===== src/rtl/mrx_pkg.sv =====
package mrx_pkg;
  typedef enum logic [1:0] {
    SRC_IDLE = 2'd0,
    SRC_ID   = 2'd1,
    SRC_MEAS = 2'd2
  } drv_src_e;

  function automatic drv_src_e pick_src(input logic id_req, input logic addr_req);
    if (id_req)        return SRC_ID;
    else if (addr_req) return SRC_MEAS;
    else               return SRC_IDLE;
  endfunction
endpackage


===== src/rtl/mrx_tick.sv =====
module mrx_tick #(
  parameter int PERIOD = 2500
) (
  input  logic clk,
  input  logic rst,
  output logic tick
);
  localparam int CNT_W = (PERIOD > 2) ? $clog2(PERIOD) : 1;
  localparam logic [CNT_W-1:0] LAST = CNT_W'(PERIOD - 1);

  logic [CNT_W-1:0] cnt;

  assign tick = (cnt == LAST);

  always_ff @(posedge clk) begin
    if (rst)       cnt <= '0;
    else if (tick) cnt <= '0;
    else           cnt <= cnt + 1'b1;
  end
endmodule


===== src/rtl/mrx_irq.sv =====
module mrx_irq (
  input  logic clk,
  input  logic rst,
  input  logic tick,
  input  logic ack_in,
  output logic pend,
  output logic ack_hit,
  output logic ack_out
);
  assign ack_hit = ack_in & pend;
  assign ack_out = ack_in & ~pend;

  always_ff @(posedge clk) begin
    if (rst) pend <= 1'b0;
    else     pend <= tick | (pend & ~ack_in);
  end
endmodule


===== src/rtl/mrx_sample.sv =====
module mrx_sample #(
  parameter int DATA_W = 32
) (
  input  logic              clk,
  input  logic              rst,
  input  logic              tick,
  input  logic [DATA_W-1:0] meas_i,
  output logic [DATA_W-1:0] meas_q
);
  always_ff @(posedge clk) begin
    if (rst)       meas_q <= '0;
    else if (tick) meas_q <= meas_i;
  end
endmodule


===== src/rtl/mrx_drive.sv =====
module mrx_drive
  import mrx_pkg::*;
#(
  parameter int DATA_W   = 32,
  parameter int ADDR_W   = 20,
  parameter int DEV_ID   = 1,
  parameter int DEV_ADDR = 1
) (
  input  logic              clk,
  input  logic              rst,
  input  logic              ack_hit,
  input  logic [ADDR_W-1:0] addr_i,
  input  logic [DATA_W-1:0] meas_q,
  output logic [DATA_W-1:0] data_o,
  output logic              data_oe
);
  localparam logic [DATA_W-1:0] ID_WORD = DATA_W'(DEV_ID);
  localparam logic [ADDR_W-1:0] MY_ADDR = ADDR_W'(DEV_ADDR);

  logic     addr_hit;
  drv_src_e src;

  generate
    if (DEV_ADDR == 0) begin : g_no_addr
      assign addr_hit = 1'b0;
    end else begin : g_addr
      assign addr_hit = (addr_i == MY_ADDR);
    end
  endgenerate

  assign src = pick_src(ack_hit, addr_hit);

  always_ff @(posedge clk) begin
    if (rst) begin
      data_o  <= '0;
      data_oe <= 1'b0;
    end else begin
      unique case (src)
        SRC_ID: begin
          data_o  <= ID_WORD;
          data_oe <= 1'b1;
        end
        SRC_MEAS: begin
          data_o  <= meas_q;
          data_oe <= 1'b1;
        end
        default: begin
          data_o  <= '0;
          data_oe <= 1'b0;
        end
      endcase
    end
  end
endmodule


===== src/rtl/meas_rx_dev.sv =====
module meas_rx_dev #(
  parameter int DATA_W   = 32,
  parameter int ADDR_W   = 20,
  parameter int DEV_ID   = 1,
  parameter int DEV_ADDR = 1,
  parameter int PERIOD   = 2500
) (
  input  logic              clk,
  input  logic              rst,
  output logic              int_o,
  input  logic              ack_in,
  output logic              ack_out,
  input  logic [ADDR_W-1:0] addr_i,
  input  logic [DATA_W-1:0] meas_i,
  output logic [DATA_W-1:0] data_o,
  output logic              data_oe
);
  logic              tick_w;
  logic              pend_w;
  logic              ack_hit_w;
  logic [DATA_W-1:0] meas_q;

  mrx_tick #(.PERIOD(PERIOD)) u_tick (
    .clk (clk),
    .rst (rst),
    .tick(tick_w)
  );

  mrx_irq u_irq (
    .clk    (clk),
    .rst    (rst),
    .tick   (tick_w),
    .ack_in (ack_in),
    .pend   (pend_w),
    .ack_hit(ack_hit_w),
    .ack_out(ack_out)
  );

  mrx_sample #(.DATA_W(DATA_W)) u_sample (
    .clk   (clk),
    .rst   (rst),
    .tick  (tick_w),
    .meas_i(meas_i),
    .meas_q(meas_q)
  );

  mrx_drive #(
    .DATA_W  (DATA_W),
    .ADDR_W  (ADDR_W),
    .DEV_ID  (DEV_ID),
    .DEV_ADDR(DEV_ADDR)
  ) u_drive (
    .clk    (clk),
    .rst    (rst),
    .ack_hit(ack_hit_w),
    .addr_i (addr_i),
    .meas_q (meas_q),
    .data_o (data_o),
    .data_oe(data_oe)
  );

  assign int_o = pend_w;
endmodule


===== config.mk =====
export PLATFORM = sky130hd
export DESIGN_NAME = meas_rx_dev
export DESIGN_NICKNAME = d
export VERILOG_FILES = /design/src/rtl/mrx_pkg.sv /design/src/rtl/mrx_tick.sv /design/src/rtl/mrx_irq.sv /design/src/rtl/mrx_sample.sv /design/src/rtl/mrx_drive.sv /design/src/rtl/meas_rx_dev.sv
export SDC_FILE = /design/constraint.sdc
export NUM_CORES = 1
export LEC_CHECK = 0
export CAP_MARGIN = 20
export CORE_AREA = 2 2 90 92
export DETAILED_ROUTE_END_ITERATION = 16
export DIE_AREA = 0 0 92 94
export PLACE_DENSITY = 0.68
export SLEW_MARGIN = 40
export SYNTH_ARGS = -nofsm -noshare
export SYNTH_HDL_FRONTEND = slang
export SYNTH_SLANG_ARGS = --single-unit

===== constraint.sdc =====
create_clock -name clk -period 2 [get_ports clk]
set_clock_uncertainty 0.1 [all_clocks]
set_input_delay 0.4 -clock clk [delete_from_list [all_inputs] [get_ports clk]]
set_output_delay 0.4 -clock clk [all_outputs]
set_load 0.02 [all_outputs]

==> impl_metrics.json, run 1 <==
{
  "post-route-util_pct": 55.2,
  "drive_gt1_share_pct": 8.73,
  "synthesis.area_um2": 2940,
  "first_pass_iters": 4,
  "first_global_vias": 2402,
  "vdd.ir_drop.worst_uv": 341,
  "slew-limit-headroom_pct": 74.2,
  "detail-route-antenna-nets": 0,
  "clock_pin_transition_on_the_worst_setup_and_hold_timing_paths_ns": 0.09,
  "seq_area_um2": 1560,
  "multi_input_area_um2": 1150,
  "synth_area_leaders": "sky130_fd_sc_hd__dfxtp_1, sky130_fd_sc_hd__mux2i_1, sky130_fd_sc_hd__nand2_1",
  "num_rows": 32,
  "yosys_warnings": 0,
  "design.die.area_um2": 8650,
  "grt_setup_unrepaired": "no",
  "whs_ns": 0.333,
  "dp_worst_setup_slack_ns": -0.219,
  "grt_antenna_before_repair": 0,
  "setup_viol": 0,
  "drc_errors": 0,
  "tritoncts": "done",
  "postSynth.asyncResetShare_pct": 0,
  "postPlaceCellArea_um2": 4020,
  "final_global_route_overflow_total": 0,
  "synthDominantCellAreaShare_pct": 53.2,
  "h-tree-depth": 3,
  "antenna_cells_inserted": 0,
  "place.gp.congestion": 0.802,
  "clock-root-buffer": "sky130_fd_sc_hd__clkbuf_8",
  "power.share.combinational_pct": 7.0,
  "layout_setup_ws_ns": 0.103,
  "vias_post_dr": 2500,
  "maxClockFrequency_mhz": 527,
  "tightest_hold_check_type": "flip-flop to flip-flop",
  "yosysUniqueCellTypes": 29,
  "hold_viol_final": 0,
  "crit_type": "primary input to flip-flop",
  "final_min_period_over_clock_period_pct": 94.9,
  "final_period_minus_worst_setup_slack_ns": 1.90,
  "mappedNetlistNets": 378,
  "global_route.usage.total_pct": 16.0,
  "synth.ff_latch_count": 78,
  "endpoint_kind": "flip-flop",
  "syn-instance-count": 322,
  "total_switching_power_uw": 671,
  "p_per_area_nw_per_um2": 670,
  "worst_ep_arrival_time_ns": 2.04,
  "post-cts-setup-buffer-count": 0,
  "power_frac_clock_pct": 37.5,
  "syn_avg_cell_area_um2": 9.12,
  "drt-total-wl_um": 6540,
  "crit_path_max_fanout": 13,
  "slew_violations": 0,
  "finalInstanceArea_um2": 4200,
  "net_switching_share_of_the_total_power_pct": 23.9,
  "status": "completed",
  "area.growth.synth_to_final_pct": 43.0,
  "synth_flop_cell": "sky130_fd_sc_hd__dfxtp_1",
  "yosysMostFrequentCell": "sky130_fd_sc_hd__dfxtp_1",
  "io_pins": 90,
  "drt_iter0_drc": 127,
  "share_seq_of_total_power_pct": 55.5,
  "total_power_mw": 2.81,
  "wl_per_cell_um": 12.4,
  "max-cap-violations": 0,
  "port_buffers": 89,
  "p_int_mw": 2.14,
  "yosys.area.top_type": "sky130_fd_sc_hd__dfxtp_1",
  "viasPerCell": 4.75,
  "holdBufCountCts": 0,
  "worstMarginPinSlew_ns": 0.382,
  "die_width_um": 92,
  "finish.net_count": 475,
  "fp.coreArea_um2": 7610,
  "cts_made_buffers": 9,
  "largest_net_degree_at_the_start_of_global_routing": 32,
  "power.static_leakage_nw": 1.40,
  "cts-root-to-sink-buffers": 2,
  "cp.required_ns": 2.14,
  "clock_sinks": 78,
  "number_of_enable_flip_flop_cells_after_synthesis": 0,
  "initial_utilization_pct": 38.6,
  "setup.worst_path.start_class": "primary input",
  "clock_latency_ns": 0.34,
  "cts_resized": 1,
  "yosysSeqAreaShare_pct": 53.2,
  "grt_pass1_wl_um": 10900,
  "dp_hpwl_um": 4590,
  "fillers": 703,
  "ranking_of_synthesized_cells_by_instance_count": "sky130_fd_sc_hd__dfxtp_1, sky130_fd_sc_hd__nand2_1, sky130_fd_sc_hd__nor4_1",
  "fp.dieH_um": 94
}
[through the flow]
| stage | std cells | setup TNS [ns] |
|---|---|---|
| global route | 526 | 0 |
| global placement | 510 | -3.02 |
| detailed placement | 510 | -4.25 |
| CTS | 526 | 0 |
| floorplan | 322 | 0 |
| finish | 526 | 0 |
[worst max-delay path, stage by stage]
cell and delay, ns:
sky130_fd_sc_hd__clkdlybuf4s50_1 0.42, sky130_fd_sc_hd__nor4_1 0.40, sky130_fd_sc_hd__buf_4 0.21, sky130_fd_sc_hd__nand2_1 0.09, sky130_fd_sc_hd__buf_4 0.20, sky130_fd_sc_hd__nor4_1 0.31
[cells in the final DEF, fill, tap and decap left out, types with 3 or more instances in the layout]
cell                              Yosys  layout
sky130_fd_sc_hd__inv_6                0       3
sky130_fd_sc_hd__buf_12               0       3
sky130_fd_sc_hd__inv_1               33      33
sky130_fd_sc_hd__o21ai_0              4       4
sky130_fd_sc_hd__o31ai_1              4       4
sky130_fd_sc_hd__clkbuf_8             0       9
sky130_fd_sc_hd__nor4_1              37      37
sky130_fd_sc_hd__or4_1                3       3
sky130_fd_sc_hd__nand4_1              4       4
sky130_fd_sc_hd__buf_4                0      14
sky130_fd_sc_hd__nor2_1               5       5
sky130_fd_sc_hd__nand2_1             70      70
sky130_fd_sc_hd__a21oi_1              7       7
sky130_fd_sc_hd__clkdlybuf4s50_1      0      88
sky130_fd_sc_hd__nand3_1              6       6
sky130_fd_sc_hd__mux2i_1             32      32
sky130_fd_sc_hd__dfxtp_1             78      78
sky130_fd_sc_hd__or3_1                4       4
[path summary, 6_finish.rpt]
kind / from / endpoint / slack [ns] / cells past startpoint
min reg2reg: u_sample.meas_q[31]$_SDFFE_PP0P_ / u_drive.data_o[31]$_SDFF_PP0_ / 0.33 / 2
max reg2reg: u_tick.cnt[3]$_SDFF_PP0_ / u_sample.meas_q[26]$_SDFFE_PP0P_ / 0.18 / 4
max: addr_i[10] / u_drive.data_o[3]$_SDFF_PP0_ / 0.10 / 6
min: u_sample.meas_q[31]$_SDFFE_PP0P_ / u_drive.data_o[31]$_SDFF_PP0_ / 0.33 / 2
[layout make-up]
class	count	area share, %
clock inverters	7	1.31
well taps	102	3.04
repair buffers	106	25.1
inverters	34	3.04
flip-flops and latches	78	37.2
multi-input cells	190	27.4
clock buffers	9	2.95
[cell families after synthesis]
group	after synthesis	synth area share (%)
compound gates	18	3.58
xor+xnor	3	0.895
fa+ha+maj	1	0.426
buf+inv	54	7.71
flops	78	53.2
mux	32	10.9
simple gates	136	23.3
[flip-flops by register name, indices dropped and copies added (netlist names)]
name	cells
u_irq.pend	1
u_drive.data_o	32
u_sample.meas_q	32
u_tick.cnt	12
u_drive.data_oe	1
[power groups by stage]
stage	logic (mW)	registers, mW	clock network (mW)
finish	0.198	1.56	1.06
global route	0.214	1.56	1.16
CTS	0.199	1.56	1.10
detailed placement	0.199	1.60	0
global placement	0.197	1.60	0
floorplan	0.0586	1.60	0
[routing by layer]
layer	global-route usage, %	routed length (um)	share of wire, %	up-vias
met4	4.10	62	0.95	0
met5	0	0	0	-
met1	20.9	3190	49	1138
li1	-	-	-	1280
met3	5.14	381	5.8	6
met2	25.7	2900	44	76
Note: power is estimated with default switching activity, not from simulation.
==> run 2, diff against run 1 <==
--- a/config.mk
+++ b/config.mk
@@ -7,9 +7,11 @@
 export LEC_CHECK = 0
 export CAP_MARGIN = 20
 export CORE_AREA = 2 2 90 92
+export CTS_BUF_LIST = sky130_fd_sc_hd__clkbuf_16
 export DETAILED_ROUTE_END_ITERATION = 16
 export DIE_AREA = 0 0 92 94
 export PLACE_DENSITY = 0.68
+export RECOVER_POWER = 100
 export SLEW_MARGIN = 40
 export SYNTH_ARGS = -nofsm -noshare
 export SYNTH_HDL_FRONTEND = slang
==> impl_metrics.json, run 2 (synthesis results as in run 1) <==
{
  "post-route-util_pct": 56.2,
  "final_cell_mix": "sky130_fd_sc_hd__dfxtp_1, sky130_fd_sc_hd__nand2_1, sky130_fd_sc_hd__clkdlybuf4s50_1",
  "worst-path-buf-inv": 2,
  "fillers": 705,
  "tritoncts": "done",
  "total_power_mw": 3.26,
  "viasPerCell": 4.82,
  "power.static_leakage_nw": 1.55,
  "num_rows": 32,
  "worst_ep_arrival_time_ns": 1.40,
  "endpoint_kind": "primary output",
  "cp.required_ns": 1.50,
  "setup_viol": 0,
  "hold_viol_final": 0,
  "holdBufCountCts": 0,
  "wl_per_cell_um": 12.7,
  "design.die.area_um2": 8650,
  "max-cap-violations": 0,
  "crit_path_max_fanout": 2,
  "first_global_vias": 2461,
  "largest_net_degree_at_the_start_of_global_routing": 32,
  "vdd.ir_drop.worst_uv": 510,
  "port_buffers": 89,
  "initial_utilization_pct": 38.6,
  "clock-root-buffer": "sky130_fd_sc_hd__clkbuf_16",
  "cts-root-to-sink-buffers": 2,
  "max_stage_delay_ns": 0.54,
  "h-tree-depth": 3,
  "grt_pass1_wl_um": 11200,
  "finish.net_count": 475,
  "worstHoldPathCells": 2,
  "final_period_minus_worst_setup_slack_ns": 1.90,
  "area.growth.synth_to_final_pct": 45.7,
  "slew_violations": 0,
  "slew-limit-headroom_pct": 74.2,
  "final_min_period_over_clock_period_pct": 94.9,
  "grt_antenna_before_repair": 0,
  "drt-total-wl_um": 6660,
  "crit_chain": "dlygate4sd3_1, nor2b_1, dlygate4sd2_1",
  "antenna_cells_inserted": 0,
  "clock_pin_transition_on_the_worst_setup_and_hold_timing_paths_ns": 0.06,
  "global_route.usage.total_pct": 16.6,
  "drc_errors": 0,
  "fp.coreArea_um2": 7610,
  "grt_setup_unrepaired": "no",
  "final_global_route_overflow_total": 0,
  "crit_slowest_cell": "sky130_fd_sc_hd__dlygate4sd3_1",
  "io_pins": 90,
  "place.gp.congestion": 0.802,
  "drt_iter0_drc": 92,
  "clock_latency_ns": 0.33,
  "detail-route-antenna-nets": 0,
  "setup.worst_path.start_class": "primary input",
  "cts_made_buffers": 9,
  "vias_post_dr": 2534,
  "worstMarginPinSlew_ns": 0.382,
  "cts_resized": 1,
  "tightest_hold_check_type": "flip-flop to flip-flop",
  "dp_hpwl_um": 4590,
  "die_width_um": 92,
  "layout.cells.most_common": "sky130_fd_sc_hd__dfxtp_1",
  "status": "completed",
  "clock_sinks": 78,
  "worst_r2r_path_depth": 4,
  "post-cts-setup-buffer-count": 0,
  "first_pass_iters": 4,
  "maxClockFrequency_mhz": 527,
  "crit_type": "primary input to primary output",
  "p_per_area_nw_per_um2": 763,
  "fp.dieH_um": 94,
  "cp_num_cells": 3,
  "cp_top_family": "buffers and inverters",
  "registers_with_the_most_flip_flops": "u_drive.data_o (32), u_sample.meas_q (32), u_tick.cnt (12)",
  "drive_gt1_share_pct": 8.25
}
## run 2: changes by cell type in the layout (fill, tap and decap cells not counted), sizes merged
cell	change
clkdlybuf4s50	-35
dlygate4sd3	+35
buf	-3
clkbuf	+3
## run 2: layout make-up
| class | instances | area [um2] | share of cell area [%] |
|---|---|---|---|
| clock buffer | 9 | 225 | 5.26 |
| clock inverter | 7 | 55.1 | 1.29 |
| inverter | 34 | 128 | 2.98 |
| multi-input combinational | 190 | 1140 | 26.8 |
| sequential | 78 | 1560 | 36.5 |
| tap | 102 | 128 | 2.98 |
| timing repair buffer | 106 | 1040 | 24.2 |
## run 2: path summary, 6_finish.rpt
path / slack (ns) / startpoint / to
worst max-delay path: 0.10 / ack_in / ack_out
worst min register to register: 0.33 / u_sample.meas_q[31]$_SDFFE_PP0P_ / u_drive.data_o[31]$_SDFF_PP0_
worst max register to register: 0.11 / u_tick.cnt[3]$_SDFF_PP0_ / u_sample.meas_q[30]$_SDFFE_PP0P_
worst min-delay path: 0.33 / u_sample.meas_q[31]$_SDFFE_PP0P_ / u_drive.data_o[31]$_SDFF_PP0_
## run 2: routing by layer
layer | part of all wire, % | up-vias | GRT usage [%]
met5 | 0 | - | 0
met4 | 1.6 | 0 | 6.97
met3 | 5.8 | 9 | 4.57
met2 | 46 | 82 | 26.7
met1 | 47 | 1155 | 20.9
li1 | - | 1288 | -
## run 2: power breakdown
part,internal (mW),total (mW),switching [mW]
Combinational,0.122,0.196,0.0741
Clock,0.852,1.51,0.654
Sequential,1.56,1.56,0.00465
## run 2: per-stage QoR
stage	cell area, um2	worst slack, ns	setup TNS (ns)	instances	hold slack [ns]
2_1_floorplan	2940	0.228	0	322	0.315
3_3_place_gp	4020	-0.122	-3.02	510	0.319
6_report	4280	0.103	0	526	0.329
5_1_grt	4280	0.0239	0	526	0.344
4_1_cts	4300	0.127	0	526	0.333
3_5_place_dp	4020	-0.219	-4.25	510	0.322
## run 2: tightest hold or removal path, delay by kind of cell (launching register included)
kind / cells / cell delay (ns)
flops: 1 / 0.31
buf+inv: 1 / 0.05
simple gates: 1 / 0.04
==> run 3, diff against run 2 <==
--- a/config.mk
+++ b/config.mk
@@ -5,7 +5,6 @@
 export SDC_FILE = /design/constraint.sdc
 export NUM_CORES = 1
 export LEC_CHECK = 0
-export CAP_MARGIN = 20
 export CORE_AREA = 2 2 90 92
 export CTS_BUF_LIST = sky130_fd_sc_hd__clkbuf_16
 export DETAILED_ROUTE_END_ITERATION = 16
==> constraint.sdc (replaced) <==
create_clock -name clk -period 2.02 [get_ports clk]
set_clock_uncertainty 0.1 [all_clocks]
set_input_delay 0.404 -clock clk [delete_from_list [all_inputs] [get_ports clk]]
set_output_delay 0.404 -clock clk [all_outputs]
set_load 0.02 [all_outputs]
==> impl_metrics.json, run 3 (synthesis results as in run 1) <==
{
  "fp.coreArea_um2": 7610,
  "total_power_mw": 3.58,
  "registers_with_the_most_flip_flops": "u_drive.data_o (32), u_sample.meas_q (32), u_tick.cnt (12)",
  "io_pins": 90,
  "port_buffers": 89,
  "max-cap-violations": 0,
  "status": "completed",
  "cts_made_buffers": 9,
  "holdBufCountCts": 0,
  "setup.worst_path.start_class": "primary input",
  "whs_ns": 0.328,
  "worstMarginPinSlew_ns": 0.361,
  "finish.net_count": 476,
  "clock-root-buffer": "sky130_fd_sc_hd__clkbuf_16",
  "grt_antenna_before_repair": 0,
  "post-cts-setup-buffer-count": 0,
  "final_cell_mix": "sky130_fd_sc_hd__dfxtp_1, sky130_fd_sc_hd__nand2_1, sky130_fd_sc_hd__clkdlybuf4s50_1",
  "endpoint_kind": "flip-flop",
  "clock_sinks": 78,
  "final_period_minus_worst_setup_slack_ns": 1.93,
  "p_per_area_nw_per_um2": 821,
  "viasPerCell": 4.88,
  "largest_net_degree_at_the_start_of_global_routing": 32,
  "place_inst": 511,
  "worst_ep_arrival_time_ns": 2.04,
  "crit_type": "primary input to flip-flop",
  "num_rows": 32,
  "vias_post_dr": 2570,
  "dp_hpwl_um": 4760,
  "cts-root-to-sink-buffers": 2,
  "clock_pin_transition_on_the_worst_setup_and_hold_timing_paths_ns": 0.06,
  "setup_total_negative_slack_ns": 0,
  "vdd.ir_drop.worst_uv": 477,
  "worst-path-buf-inv": 3,
  "initial_utilization_pct": 38.6,
  "global_route.usage.total_pct": 16.4,
  "cp_top_family": "buffers and inverters",
  "cts_resized": 1,
  "drive_gt1_share_pct": 8.24,
  "tightest_hold_check_type": "flip-flop to flip-flop",
  "grt_setup_unrepaired": "no",
  "drt_iter0_drc": 90,
  "antenna_cells_inserted": 0,
  "drc_errors": 0,
  "detail-route-antenna-nets": 0,
  "crit_chain": "clkdlybuf4s50_1, nor4_1, buf_4, nand2_1, buf_4, nor4_1",
  "grt_pass1_wl_um": 11200,
  "hold_viol_final": 0,
  "first_pass_iters": 4,
  "design.die.area_um2": 8650,
  "first_global_vias": 2488,
  "wl_per_cell_um": 12.8,
  "clock_latency_ns": 0.32,
  "post-route-util_pct": 57.3,
  "tritoncts": "done",
  "fp.dieH_um": 94,
  "final_global_route_overflow_total": 0,
  "slew-limit-headroom_pct": 75.6,
  "area.growth.synth_to_final_pct": 48.4,
  "drt-total-wl_um": 6760,
  "layout.cells.most_common": "sky130_fd_sc_hd__dfxtp_1",
  "slew_violations": 0,
  "h-tree-depth": 3,
  "final_min_period_over_clock_period_pct": 95.7,
  "die_width_um": 92,
  "place.gp.congestion": 0.836,
  "power.static_leakage_nw": 1.60,
  "cp.required_ns": 2.13,
  "crit_path_max_fanout": 13,
  "post_layout_nonfiller_instances": 527,
  "setup_viol": 0,
  "maxClockFrequency_mhz": 517,
  "crit_slowest_cell": "sky130_fd_sc_hd__clkdlybuf4s50_1",
  "max_stage_delay_ns": 0.43
}
==> run 3: area by class of cell <==
type,count,area [um2]
clock buffer,9,225
clock inverter,7,121
fill,683,3250
inverter,34,128
multi-input combinational,190,1140
sequential,78,1560
tap,102,128
timing repair buffer,107,1050
==> run 3: metal layers <==
metal / up-vias / GRT usage (%) / share of wire [%]
met5: - / 0 / 0
met4: 0 / 5.85 / 1.2
met1: 1195 / 20.8 / 48
met3: 9 / 3.85 / 5.0
li1: 1287 / - / -
met2: 79 / 27.2 / 46
==> run 3: worst min-delay path, cell delays in order, from the launching register on <==
cell	delay [ns]
sky130_fd_sc_hd__dfxtp_1	0.31
sky130_fd_sc_hd__inv_1	0.05
sky130_fd_sc_hd__nor4_1	0.04
==> run 3: through the flow <==
stage                     setup slack, ns  cell area [um2]
after floorplan                     0.248             2940
after CTS                          0.0736             4370
after global placement             -0.118             4030
final                              0.0873             4360
after global routing              0.00782             4360
after detailed placement           -0.191             4030
==> run 3: final timing paths <==
path	slack, ns	endpoint	cells past startpoint	start
min	0.33	u_drive.data_o[31]$_SDFF_PP0_	2	u_sample.meas_q[31]$_SDFFE_PP0P_
min reg2reg	0.33	u_drive.data_o[31]$_SDFF_PP0_	2	u_sample.meas_q[31]$_SDFFE_PP0P_
max reg2reg	0.11	u_sample.meas_q[15]$_SDFFE_PP0P_	4	u_tick.cnt[3]$_SDFF_PP0_
max	0.09	u_drive.data_o[23]$_SDFF_PP0_	6	addr_i[10]
==> run 3: power by group <==
part / switching [mW] / leakage [nW] / internal (mW) / total, mW
Sequential: 0.00469 / 0.629 / 1.54 / 1.55
Combinational: 0.0723 / 0.798 / 0.120 / 0.193
Clock: 0.624 / 0.170 / 1.21 / 1.84
